$ cat src/rtl/pair_pkg.sv
// Package: shared widths, the instruction class encoding and the
// descriptor layout for the dual-issue pairing check unit.
// Assumes an 8-entry architectural register file and two byte lanes.
package pair_pkg;
    localparam int REG_W  = 3;
    localparam int LANE_W = 2;
    localparam int CLS_W  = 4;
    localparam int DESC_W = CLS_W + REG_W + LANE_W + 1 + 2 * (REG_W + 1);

    typedef enum logic [CLS_W-1:0] {
        CL_MOVE    = 4'd0,
        CL_ADDR    = 4'd1,
        CL_ALU     = 4'd2,
        CL_STACK   = 4'd3,
        CL_CMP     = 4'd4,
        CL_SHIFT   = 4'd5,
        CL_ROT     = 4'd6,
        CL_FLT_U   = 4'd7,
        CL_JUMP    = 4'd8,
        CL_BRANCH  = 4'd9,
        CL_CALL    = 4'd10,
        CL_FSWAP   = 4'd11,
        CL_MUL     = 4'd12,
        CL_DIV     = 4'd13,
        CL_SAVEALL = 4'd14,
        CL_BLKMOVE = 4'd15
    } cls_t;

    typedef struct packed {
        cls_t              cls;
        logic [REG_W-1:0]  dst;
        logic [LANE_W-1:0] lanes;
        logic              dst_v;
        logic [REG_W-1:0]  src_a;
        logic              src_a_v;
        logic [REG_W-1:0]  src_b;
        logic              src_b_v;
    } desc_t;
endpackage

$ cat src/rtl/pair_class_rule.sv
// Module: class rule for one queue position.
// What it does: reports whether the class at this position forbids a pair.
// Assumes: YOUNG=0 selects the older (U-pipe) position, and YOUNG=1 the
// younger (V-pipe candidate) position.
module pair_class_rule
    import pair_pkg::*;
#(
    parameter bit YOUNG = 1'b0
) (
    input  cls_t cls,
    output logic blocks
);
    if (YOUNG) begin : g_young
        // Younger position: never-pair classes, or classes the V pipe lacks
        always_comb begin
            unique case (cls)
                CL_MOVE, CL_ADDR, CL_ALU, CL_STACK, CL_CMP,
                CL_JUMP, CL_BRANCH, CL_CALL, CL_FSWAP: blocks = 1'b0;
                default:                               blocks = 1'b1;
            endcase
        end
    end else begin : g_old
        // Older position: never-pair classes, or a control transfer ending the group
        always_comb begin
            unique case (cls)
                CL_JUMP, CL_BRANCH, CL_CALL, CL_FSWAP,
                CL_MUL, CL_DIV, CL_SAVEALL, CL_BLKMOVE: blocks = 1'b1;
                default:                                blocks = 1'b0;
            endcase
        end
    end
endmodule

$ cat src/rtl/pair_dep_check.sv
// Module: register dependence compare between the older and younger entry.
// What it does: flags read-after-write on either younger source and a
// same-register write (any byte lanes) between the two.
// Assumes: comparisons are on architectural register numbers only.
module pair_dep_check #(
    parameter int REG_W = 3,
    parameter int NSRC  = 2
) (
    input  logic [REG_W-1:0]            old_dst,
    input  logic                        old_dst_v,
    input  logic [REG_W-1:0]            yng_dst,
    input  logic                        yng_dst_v,
    input  logic [NSRC-1:0][REG_W-1:0]  yng_src,
    input  logic [NSRC-1:0]             yng_src_v,
    output logic                        raw_hit,
    output logic                        waw_hit
);
    logic [NSRC-1:0] src_hit;

    for (genvar s = 0; s < NSRC; s++) begin : g_src
        // Per-source match against the older destination
        assign src_hit[s] = yng_src_v[s] && old_dst_v && (yng_src[s] == old_dst);
    end

    // Any younger source reading the older result
    assign raw_hit = |src_hit;
    // Both write the same register, regardless of byte lanes
    assign waw_hit = old_dst_v && yng_dst_v && (old_dst == yng_dst);
endmodule

$ cat src/rtl/pair_slot_reg.sv
// Module: output slot registers.
// What it does: captures the U and V descriptors and the issue count from
// the cycle's pop decision.
// Assumes: pop_cnt is already 0 whenever the queue head is empty or
// downstream is stalled.
module pair_slot_reg #(
    parameter int DESC_W = 18
) (
    input  logic              clk,
    input  logic              rst_n,
    input  logic [1:0]        pop_cnt,
    input  logic [DESC_W-1:0] d_old,
    input  logic [DESC_W-1:0] d_yng,
    output logic              u_valid,
    output logic [DESC_W-1:0] u_desc,
    output logic              v_valid,
    output logic [DESC_W-1:0] v_desc,
    output logic [1:0]        issue_cnt
);
    // Slot capture with synchronous active-low reset
    always_ff @(posedge clk) begin
        if (!rst_n) begin
            u_valid   <= 1'b0;
            v_valid   <= 1'b0;
            u_desc    <= '0;
            v_desc    <= '0;
            issue_cnt <= 2'd0;
        end else begin
            u_valid   <= (pop_cnt != 2'd0);
            v_valid   <= (pop_cnt == 2'd2);
            u_desc    <= (pop_cnt != 2'd0) ? d_old : '0;
            v_desc    <= (pop_cnt == 2'd2) ? d_yng : '0;
            issue_cnt <= pop_cnt;
        end
    end
endmodule

$ cat src/rtl/pair_issue_top.sv
// Module: dual-issue pairing check unit (top).
// What it does: decides each cycle whether the two oldest queue entries
// issue together (older to U, younger to V) or the older issues alone,
// returns the pop count to the queue, and registers the issued slots.
// Assumes: the queue presents entries in program order in q_desc0/q_desc1.
module pair_issue_top
    import pair_pkg::*;
(
    input  logic              clk,
    input  logic              rst_n,
    input  logic [1:0]        q_valid,
    input  logic [DESC_W-1:0] q_desc0,
    input  logic [DESC_W-1:0] q_desc1,
    input  logic              dn_ready,
    output logic [1:0]        pop_cnt,
    output logic              u_valid,
    output logic [DESC_W-1:0] u_desc,
    output logic              v_valid,
    output logic [DESC_W-1:0] v_desc,
    output logic [1:0]        issue_cnt
);
    desc_t     dsc [2];
    logic [1:0] cls_block;
    logic      raw_hit;
    logic      waw_hit;
    logic      can_issue;
    logic      can_pair;

    assign dsc[0] = desc_t'(q_desc0);
    assign dsc[1] = desc_t'(q_desc1);

    for (genvar p = 0; p < 2; p++) begin : g_rule
        pair_class_rule #(.YOUNG(p == 1)) u_rule (
            .cls    (dsc[p].cls),
            .blocks (cls_block[p])
        );
    end

    pair_dep_check #(.REG_W(REG_W), .NSRC(2)) u_dep (
        .old_dst   (dsc[0].dst),
        .old_dst_v (dsc[0].dst_v),
        .yng_dst   (dsc[1].dst),
        .yng_dst_v (dsc[1].dst_v),
        .yng_src   ({dsc[1].src_b, dsc[1].src_a}),
        .yng_src_v ({dsc[1].src_b_v, dsc[1].src_a_v}),
        .raw_hit   (raw_hit),
        .waw_hit   (waw_hit)
    );

    // Issue and pairing decision for this cycle
    always_comb begin
        can_issue = q_valid[0] && dn_ready;
        can_pair  = can_issue && q_valid[1] && !(|cls_block) && !raw_hit && !waw_hit;
        if (!can_issue)    pop_cnt = 2'd0;
        else if (can_pair) pop_cnt = 2'd2;
        else               pop_cnt = 2'd1;
    end

    pair_slot_reg #(.DESC_W(DESC_W)) u_slots (
        .clk       (clk),
        .rst_n     (rst_n),
        .pop_cnt   (pop_cnt),
        .d_old     (q_desc0),
        .d_yng     (q_desc1),
        .u_valid   (u_valid),
        .u_desc    (u_desc),
        .v_valid   (v_valid),
        .v_desc    (v_desc),
        .issue_cnt (issue_cnt)
    );
endmodule

$ cat config.mk
export PLATFORM = sky130hd
export DESIGN_NAME = pair_issue_top
export DESIGN_NICKNAME = d
export VERILOG_FILES = /design/src/rtl/pair_pkg.sv /design/src/rtl/pair_class_rule.sv /design/src/rtl/pair_dep_check.sv /design/src/rtl/pair_slot_reg.sv /design/src/rtl/pair_issue_top.sv
export SDC_FILE = /design/constraint.sdc
export NUM_CORES = 1
export LEC_CHECK = 0
export ABC_AREA = 1
export BUFFER_PORTS_ARGS = -buffer_cell sky130_fd_sc_hd__buf_2
export CAP_MARGIN = 40
export CORE_MARGIN = 8
export CORE_UTILIZATION = 25
export CTS_CLUSTER_SIZE = 8
export DETAILED_ROUTE_END_ITERATION = 8
export PLACE_DENSITY = 0.61
export REMOVE_ABC_BUFFERS = 1
export SLEW_MARGIN = 15
export SYNTH_ARGS = -nofsm -noshare
export SYNTH_HDL_FRONTEND = slang
export SYNTH_SLANG_ARGS = --single-unit
$ cat constraint.sdc
create_clock -name clk -period 2.9 [get_ports clk]
set_clock_uncertainty 0.15 [all_clocks]
set_input_delay 0.29 -clock clk [delete_from_list [all_inputs] [get_ports clk]]
set_output_delay 0.29 -clock clk [all_outputs]
set_load 0.1 [all_outputs]
# Word-level counts from Yosys, hierarchy flattened
# Memories as Yosys holds them, arrays and structs flattened.
# Cells that the tools add are included.
[totals] reg_bits=40 rom_bits=32 in_bits=41 output_inout_bits=42 mem_count=2
[op_classes] n_eq_ne=4 mux=2 n_reduce_logical=19
[mem_list] memory="(no name shown)" words=16 word_bits=1 read_ports=1 rd_ports_with_merged_regs=0 write_ports=0 line="pair_class_rule.sv:25" text="unique case (cls)"
[mem_list] memory="(no name shown)" words=16 word_bits=1 read_ports=1 rd_ports_with_merged_regs=0 write_ports=0 line="pair_class_rule.sv:16" text="unique case (cls)"
[op_table] operator="$logic_and A1 B1 Y1" n=11
[op_table] operator="$eq A3 B3 Y1" n=3
[op_table] operator="$mux W2" n=2
[op_table] operator="$reduce_and A2 Y1" n=2
[op_table] operator="$reduce_or A2 Y1" n=2
[op_table] operator="$logic_not A1 Y1" n=3
[op_table] operator="$eq A2 B2 Y1 const B" n=1
[op_table] operator="$reduce_bool A2 Y1" n=1

# Longest topological paths before layout
# Gate-level depths: netlist of the first run.
[depth] ltp_word=10 depth_mapped=9 ltp_nobuf=9

# Hierarchy
# From an unflattened synthesis of the first run, not the netlist that was laid out.
[hier_totals] cells_unflattened=186 hier_area_um2=1519.0
[by_module_without_submodules] mod="pair_slot_reg" instances=1 cells_each=125 area_each_um2=1256.2 seq_area_each_um2=800.8
[by_module_without_submodules] mod="pair_dep_check" instances=1 cells_each=48 area_each_um2=196.4 seq_area_each_um2=0.0
[by_module_without_submodules] mod="pair_issue_top" instances=1 cells_each=8 area_each_um2=42.5 seq_area_each_um2=0.0
[by_module_without_submodules] mod="pair_class_rule (g_rule[1].u_rule)" instances=1 cells_each=4 area_each_um2=16.3 seq_area_each_um2=0.0
[by_module_without_submodules] mod="pair_class_rule (g_rule[0].u_rule)" instances=1 cells_each=1 area_each_um2=7.5 seq_area_each_um2=0.0

# Worst setup path before layout of the first run
# No wires, ideal clock.
[synth_timing] path_type="input port to output port" start="input q_desc1[14]" end="output pop_cnt[0]" t_arrival_ns=2.908 t_required_ns=2.460 path_slack_ns=-0.448 cell_stages=8 path_buffers=0 cell_sequence="inv_1 -> nand3_1 -> nand2_1 -> nand2_1 -> inv_1 -> nand2_1 -> nor2_1 -> nor2_1"
[synth_between] elab_chain_len=8
[synth_lines] item="start, declared" line="pair_issue_top.sv:13" text="input logic [DESC_W-1:0] q_desc1,"
[synth_lines] item="$mem_v2 Z16 W1"
[synth_lines] item="$reduce_or A2 Y1" line="pair_issue_top.sv:53" text="can_pair = can_issue && q_valid[1] && !(|cls_block) && !raw_hit && !waw_hit;"
[synth_lines] item="$logic_not A1 Y1" line="pair_issue_top.sv:53"
[synth_lines] item="$logic_and A1 B1 Y1 (3 in series)" line="pair_issue_top.sv:53"
[synth_lines] item="$mux W2" line="pair_issue_top.sv:55" text="else if (can_pair) pop_cnt = 2'd2;"
[synth_lines] item="$mux W2" line="pair_issue_top.sv:54" text="if (!can_issue) pop_cnt = 2'd0;"
[synth_lines] item="end, declared" line="pair_issue_top.sv:15" text="output logic [1:0] pop_cnt,"
# Every way passes these cells.

# Worst setup path after layout of the first run
[layout_timing] start="input q_desc0[12]" end="output pop_cnt[0]"
[layout_between] elab_chain_len=8 word_cells_on_any_way=13
[layout_lines] item="start, declared" line="pair_issue_top.sv:12" text="input logic [DESC_W-1:0] q_desc0,"
[layout_lines] item="$eq A3 B3 Y1" line="pair_dep_check.sv:22" text="assign src_hit[s] = yng_src_v[s] && old_dst_v && (yng_src[s] == old_dst);"
[layout_lines] item="$logic_and A1 B1 Y1" line="pair_dep_check.sv:22"
[layout_lines] item="$reduce_or A2 Y1" line="pair_dep_check.sv:26" text="assign raw_hit = |src_hit;"
[layout_lines] item="$logic_not A1 Y1" line="pair_issue_top.sv:53"
[layout_lines] item="$logic_and A1 B1 Y1" line="pair_issue_top.sv:53"
[layout_lines] item="$logic_and A1 B1 Y1 *" line="pair_issue_top.sv:53"
[layout_lines] item="$mux W2 *" line="pair_issue_top.sv:55"
[layout_lines] item="$mux W2 *" line="pair_issue_top.sv:54"
# Every way passes the cells marked *; elsewhere a longest branch is shown, timed or not.

==> impl_metrics.ini, run 1 <==
[timing]
period_share_pct = 66.9
relSlewSlack_pct = 61.1
hold_viol = 0
setup_viol = 0
fin_tns_setup_ps = 0
tightest_slew_ps = 580
rsz0062_at_grt = no
drv_slew = 0
max_freq_ghz = 0.515
final.min_clock_period_ps = 1940

[layout]
antenna_cells = 0
fill_cells = 590
postLayoutCellArea_um2 = 1950
drive_gt1_share_pct = 39.7
nets = 302
multi_input_area_um2 = 389
area_growth_pct = 43.9
utilization_pct = 36.3
regArea_um2 = 781

[clock_tree]
cts_hold_buf = 0
cts_made_buffers = 5
cts_sinks = 39
cts_resized = 0
cts-root-buf = clkbuf_8
clock_path_buffers = 2
cts_tree = done
path_clk_slew_ps = 80
cts_setup_buffers = 0
htreeDepth = 2

[floorplan]
fp-row-count = 27
start_util_pct = 25.2
io_pins = 83
core_region_area_um2 = 5370
die_y_um = 89.6
die_area_um2 = 8030
die_x_um = 89.6

[global_route]
grt_pass1_vias = 1225
overflow = 0
grt_start_max_net_pins = 20
antenna_found_initial = 0
track_usage_pct = 9.15
grt_first_pass_wirelength_um = 5430

[yosys]
netlist_instances = 175
avgSynthCellArea_um2 = 7.74
synth-warning-count = 0
syn_area_um2 = 1360
ys_ff_latch = 39
synth_cell_types = 14
ys_seq_area_share_pct = 57.6

[drt]
drc = 0
drt-total-wl_um = 3630
dr.pass1.iters = 4
drt-vias-per-instance = 3.71
drt-initial-drc-count = 24
wl_per_cell_um = 10.9
antenna_left = 0
vias = 1239

[power]
power.leakage_nw = 1.20
p_comb_share_pct = 14.3
p_int_mw = 0.863
p_sw_share_pct = 26.5
peakVddDrop_mv = 0.191
p_sw_mw = 0.312
power_frac_clock_pct = 39.2
finalPower_mw = 1.18
p_seq_share_pct = 46.5
cellPowerDensity_nw_per_um2 = 603

[hold_path]
min_path_type = input pin to register

[worst_setup_path]
critPathLaunchType = input pin
cp_max_fo = 5
cpMostUsedCell = nor2_1
slowest_stage = buf_2
path_delay_family = buffers and inverters
critPathRequiredTime_ps = 2460
crit_type = input pin to output port
cp_data_arrival_time_ps = 1500
path_buf_inv = 4
worstSetupEndpointType = output port
cpPeakStageDelay_ps = 440
crit_chain = buf_2 > inv_1 > nand2_1 > nand3_1 > nor2_1 > inv_1 > nand2_1 > nor2_1 > nor2_1 > buf_2

[outcome]
status = completed

[placed_design]
place.gp.congestion = 0.776
io_buffer_count = 82
dpl_cell_area_um2 = 1830
dp_hpwl_um = 2880

[job]
maxCapViolCount = 0
## power by group through the flow
stage	sequential [mW]	combinational [mW]	clock [mW]
after floorplan	0.631	0.0463	0
after global placement	0.559	0.169	0
after detailed placement	0.559	0.169	0
after CTS	0.546	0.170	0.486
after global routing	0.547	0.181	0.513
final	0.546	0.168	0.461
## worst paths after layout
kind,cells past startpoint,to,slack [ps],startpoint
worst max-delay path,10,pop_cnt[0],960,q_desc0[12]
worst min-delay path,3,u_slots.u_desc[14]$_SDFF_PN0_,60,q_desc0[14]
## cells in the mapped netlist
library cell,count,share of area (%)
inv_2,2,0.55
nor2_2,10,4.6
nand3_4,1,1.3
nand2_1,34,9.4
nand3_1,5,1.8
buf_6,1,0.83
buf_4,1,0.55
buf_2,1,0.37
nor2_1,38,11
dfxtp_1,39,58
a21oi_2,1,0.65
clkinv_1,1,0.28
a21oi_1,1,0.37
inv_1,40,11
## layout make-up
cell class                      count  area share, %
Multi-Input combinational cell     90           20.0
Sequential cell                    39           40.1
Tap cell                           72           4.62
Inverter                           43           8.28
Clock inverter                      2           1.80
Clock buffer                        6           4.24
Timing Repair Buffer               82           21.1
## registers in the layout, indices dropped and copies added, names as in the netlist
| signal | cells |
|---|---|
| u_slots.u_desc | 18 |
| u_slots.issue_cnt | 2 |
| u_slots.v_desc | 18 |
| u_slots.u_valid | 1 |
## metal layers
metal	track usage [%]	routed length (µm)	up-vias
met5	0	0	-
met4	4.98	76	0
met3	3.82	392	6
met2	15.6	1740	42
met1	9.28	1420	530
li1	-	-	661
## per-stage QoR
step | hold WS (ps) | setup WS [ps] | cells
2_1_floorplan | 252 | -448 | 172
3_3_place_gp | 353 | 924 | 326
3_5_place_dp | 358 | 936 | 326
4_1_cts | 39.9 | 931 | 334
5_1_grt | 37.5 | 841 | 334
6_report | 56.7 | 959 | 334
## cell usage in the layout (no fill, tap or decap)
cell	count
clkinv_2	1
a21oi_2	1
bufinv_16	1
a21oi_1	1
clkbuf_8	6
nor2_2	10
nand3_1	5
inv_2	2
nand3_4	1
nand2_1	34
inv_1	40
dfxtp_1	39
buf_2	82
nor2_1	38
clkinv_1	1
## logic make-up after synthesis
family / synth area share (%)
buffers and inverters: 13.7
AND/OR/NAND/NOR: 27.7
AO/OA/AOI/OAI: 1.02
flip-flops: 57.6
(Power assumes the default switching activity.)
==> inputs of run 2 (changes only) <==
==> constraint.sdc (replaced) <==
create_clock -name clk -period 2.02 [get_ports clk]
set_clock_uncertainty 0.15 [all_clocks]
set_input_delay 0.202 -clock clk [delete_from_list [all_inputs] [get_ports clk]]
set_output_delay 0.202 -clock clk [all_outputs]
set_load 0.1 [all_outputs]
==> run 2 against run 1 <==
Compared with the run above: count of clock-buffer cells in the layout increased by 1; wire length increased by 7.1%; cell area increased by 12%; worst hold slack got worse by 44 ps; global-route usage increased by 1.1 points; first-iteration DRC count increased by 50%; combinational power increased by 67%; non-clock buffer count increased by 24; via count increased by 8.0%; core utilization increased by 4.3 points; largest cell class unchanged; highest routed layer unchanged.
==> impl_metrics.ini, run 2 (same netlist as run 1, synthesis figures left out) <==
[layout]
final_common_cell = buf_2
largestRegisters = u_slots.u_desc (18), u_slots.v_desc (18), u_slots.issue_cnt (2)
fill_cells = 566
regArea_um2 = 781
utilization_pct = 40.6
layout_common_cells = 80 x buf_2, 40 x inv_1, 39 x dfxtp_1
area_growth_pct = 60.9
nets = 326
drive_gt1_share_pct = 36.7
antenna_cells = 0
multi_input_area_um2 = 392
instances_no_fill = 358

[floorplan]
io_pins = 83
fp-row-count = 27
die_x_um = 89.6
core_region_area_um2 = 5370
start_util_pct = 25.2
die_area_um2 = 8030
die_y_um = 89.6

[placed_design]
io_buffer_count = 82
dp_hpwl_um = 2890
place_inst = 328
place.gp.congestion = 0.792

[worst_setup_path]
crit_chain = dlygate4sd3_1 > buf_2 > nand2_1 > nand2_1 > inv_1 > nand2_1 > nor2_2 > buf_4 > buf_12
path_buf_inv = 5
cpPeakStageDelay_ps = 540
critPathRequiredTime_ps = 1670
critPathLaunchType = input pin
crit_type = input pin to output port
cpMostUsedCell = nand2_1
cp_data_arrival_time_ps = 1570
worstSetupEndpointType = output port
path_delay_family = buffers and inverters
slowest_stage = dlygate4sd3_1
cp_max_fo = 2

[drt]
drt-vias-per-instance = 3.74
vias = 1338
drt-total-wl_um = 3890
antenna_left = 0
drc = 0
wl_per_cell_um = 10.9
drt-initial-drc-count = 36
dr.pass1.iters = 4

[power]
finalPower_mw = 1.56
cellPowerDensity_nw_per_um2 = 715
peakVddDrop_mv = 0.232
power.leakage_nw = 1.29

[global_route]
grt_use_met2_pct = 18.0
grt_first_pass_wirelength_um = 6200
track_usage_pct = 10.3
overflow = 0
grt_use_met1_pct = 10.9
grt_start_max_net_pins = 20
grt_pass1_vias = 1374
top_usage_layer = met2
gr-usage-met3_pct = 3.55
antenna_found_initial = 0

[clock_tree]
cts_made_buffers = 5
clock_path_buffers = 2
path_clk_slew_ps = 70
cts_setup_buffers = 0
htreeDepth = 2
cts_sinks = 39
cts_tree = done
cts-root-buf = clkbuf_8

[timing]
final.min_clock_period_ps = 1920
relSlewSlack_pct = 66.4
tightest_slew_ps = 508
hold_viol = 0
drv_slew = 0
max_freq_ghz = 0.521
whs_ps = 12.8
period_share_pct = 95.0
setup_viol = 0

[outcome]
status = completed

[hold_path]
min_path_type = input pin to register

[job]
maxCapViolCount = 0
run 2: cell count changes in the layout (fill, tap and decap cells not counted), moves of 2 or more:
| cell | previous run | this run |
|---|---|---|
| dlygate4sd3_1 | 0 | 22 |
| buf_12 | 0 | 2 |
| buf_2 | 82 | 80 |
| buf_4 | 0 | 2 |
| clkbuf_1 | 0 | 2 |
run 2: stage by stage:
stage          TNS [ps]  cell area [µm²]  worst slack [ps]
2_1_floorplan     -1550             1330             -1150
3_3_place_gp          0             1880               397
3_5_place_dp          0             1880               388
4_1_cts               0             2180              81.9
5_1_grt          -0.640             2180            -0.640
6_report              0             2180               101
run 2: routing by layer:
layer,wire [µm],vias to the layer above
met5,0,-
met4,45,0
met3,356,4
met2,1990,44
met1,1500,582
li1,-,708
run 2: timing repair:
action                                  in CTS  in global routing
resized for setup                            0                  1
endpoints found under the setup margin       0                  1
hold buffers                                22                  0
endpoints found under the hold margin       22                  0
run 2: layout make-up:
cell class	count	area share, %
well taps	72	4.13
repair buffers	106	31.0
clock inverters	1	0.229
multi-input cells	90	18.0
inverters	43	7.40
flip-flops and latches	39	35.8
clock buffers	7	3.50
run 2: final timing paths:
kind                   startpoint                      endpoint  slack [ps]  cells after the start
worst max-delay path  q_desc1[16]                    pop_cnt[1]         100                      9
worst min-delay path   q_desc1[1]  u_slots.v_desc[1]$_SDFF_PN0_          10                      3
run 2: where the power goes:
part | internal [mW] | leakage [nW] | switching (mW) | total, mW
combinational | 0.0917 | 0.929 | 0.190 | 0.281
clock | 0.242 | 0.0422 | 0.251 | 0.494
sequential | 0.782 | 0.316 | 0.00296 | 0.785
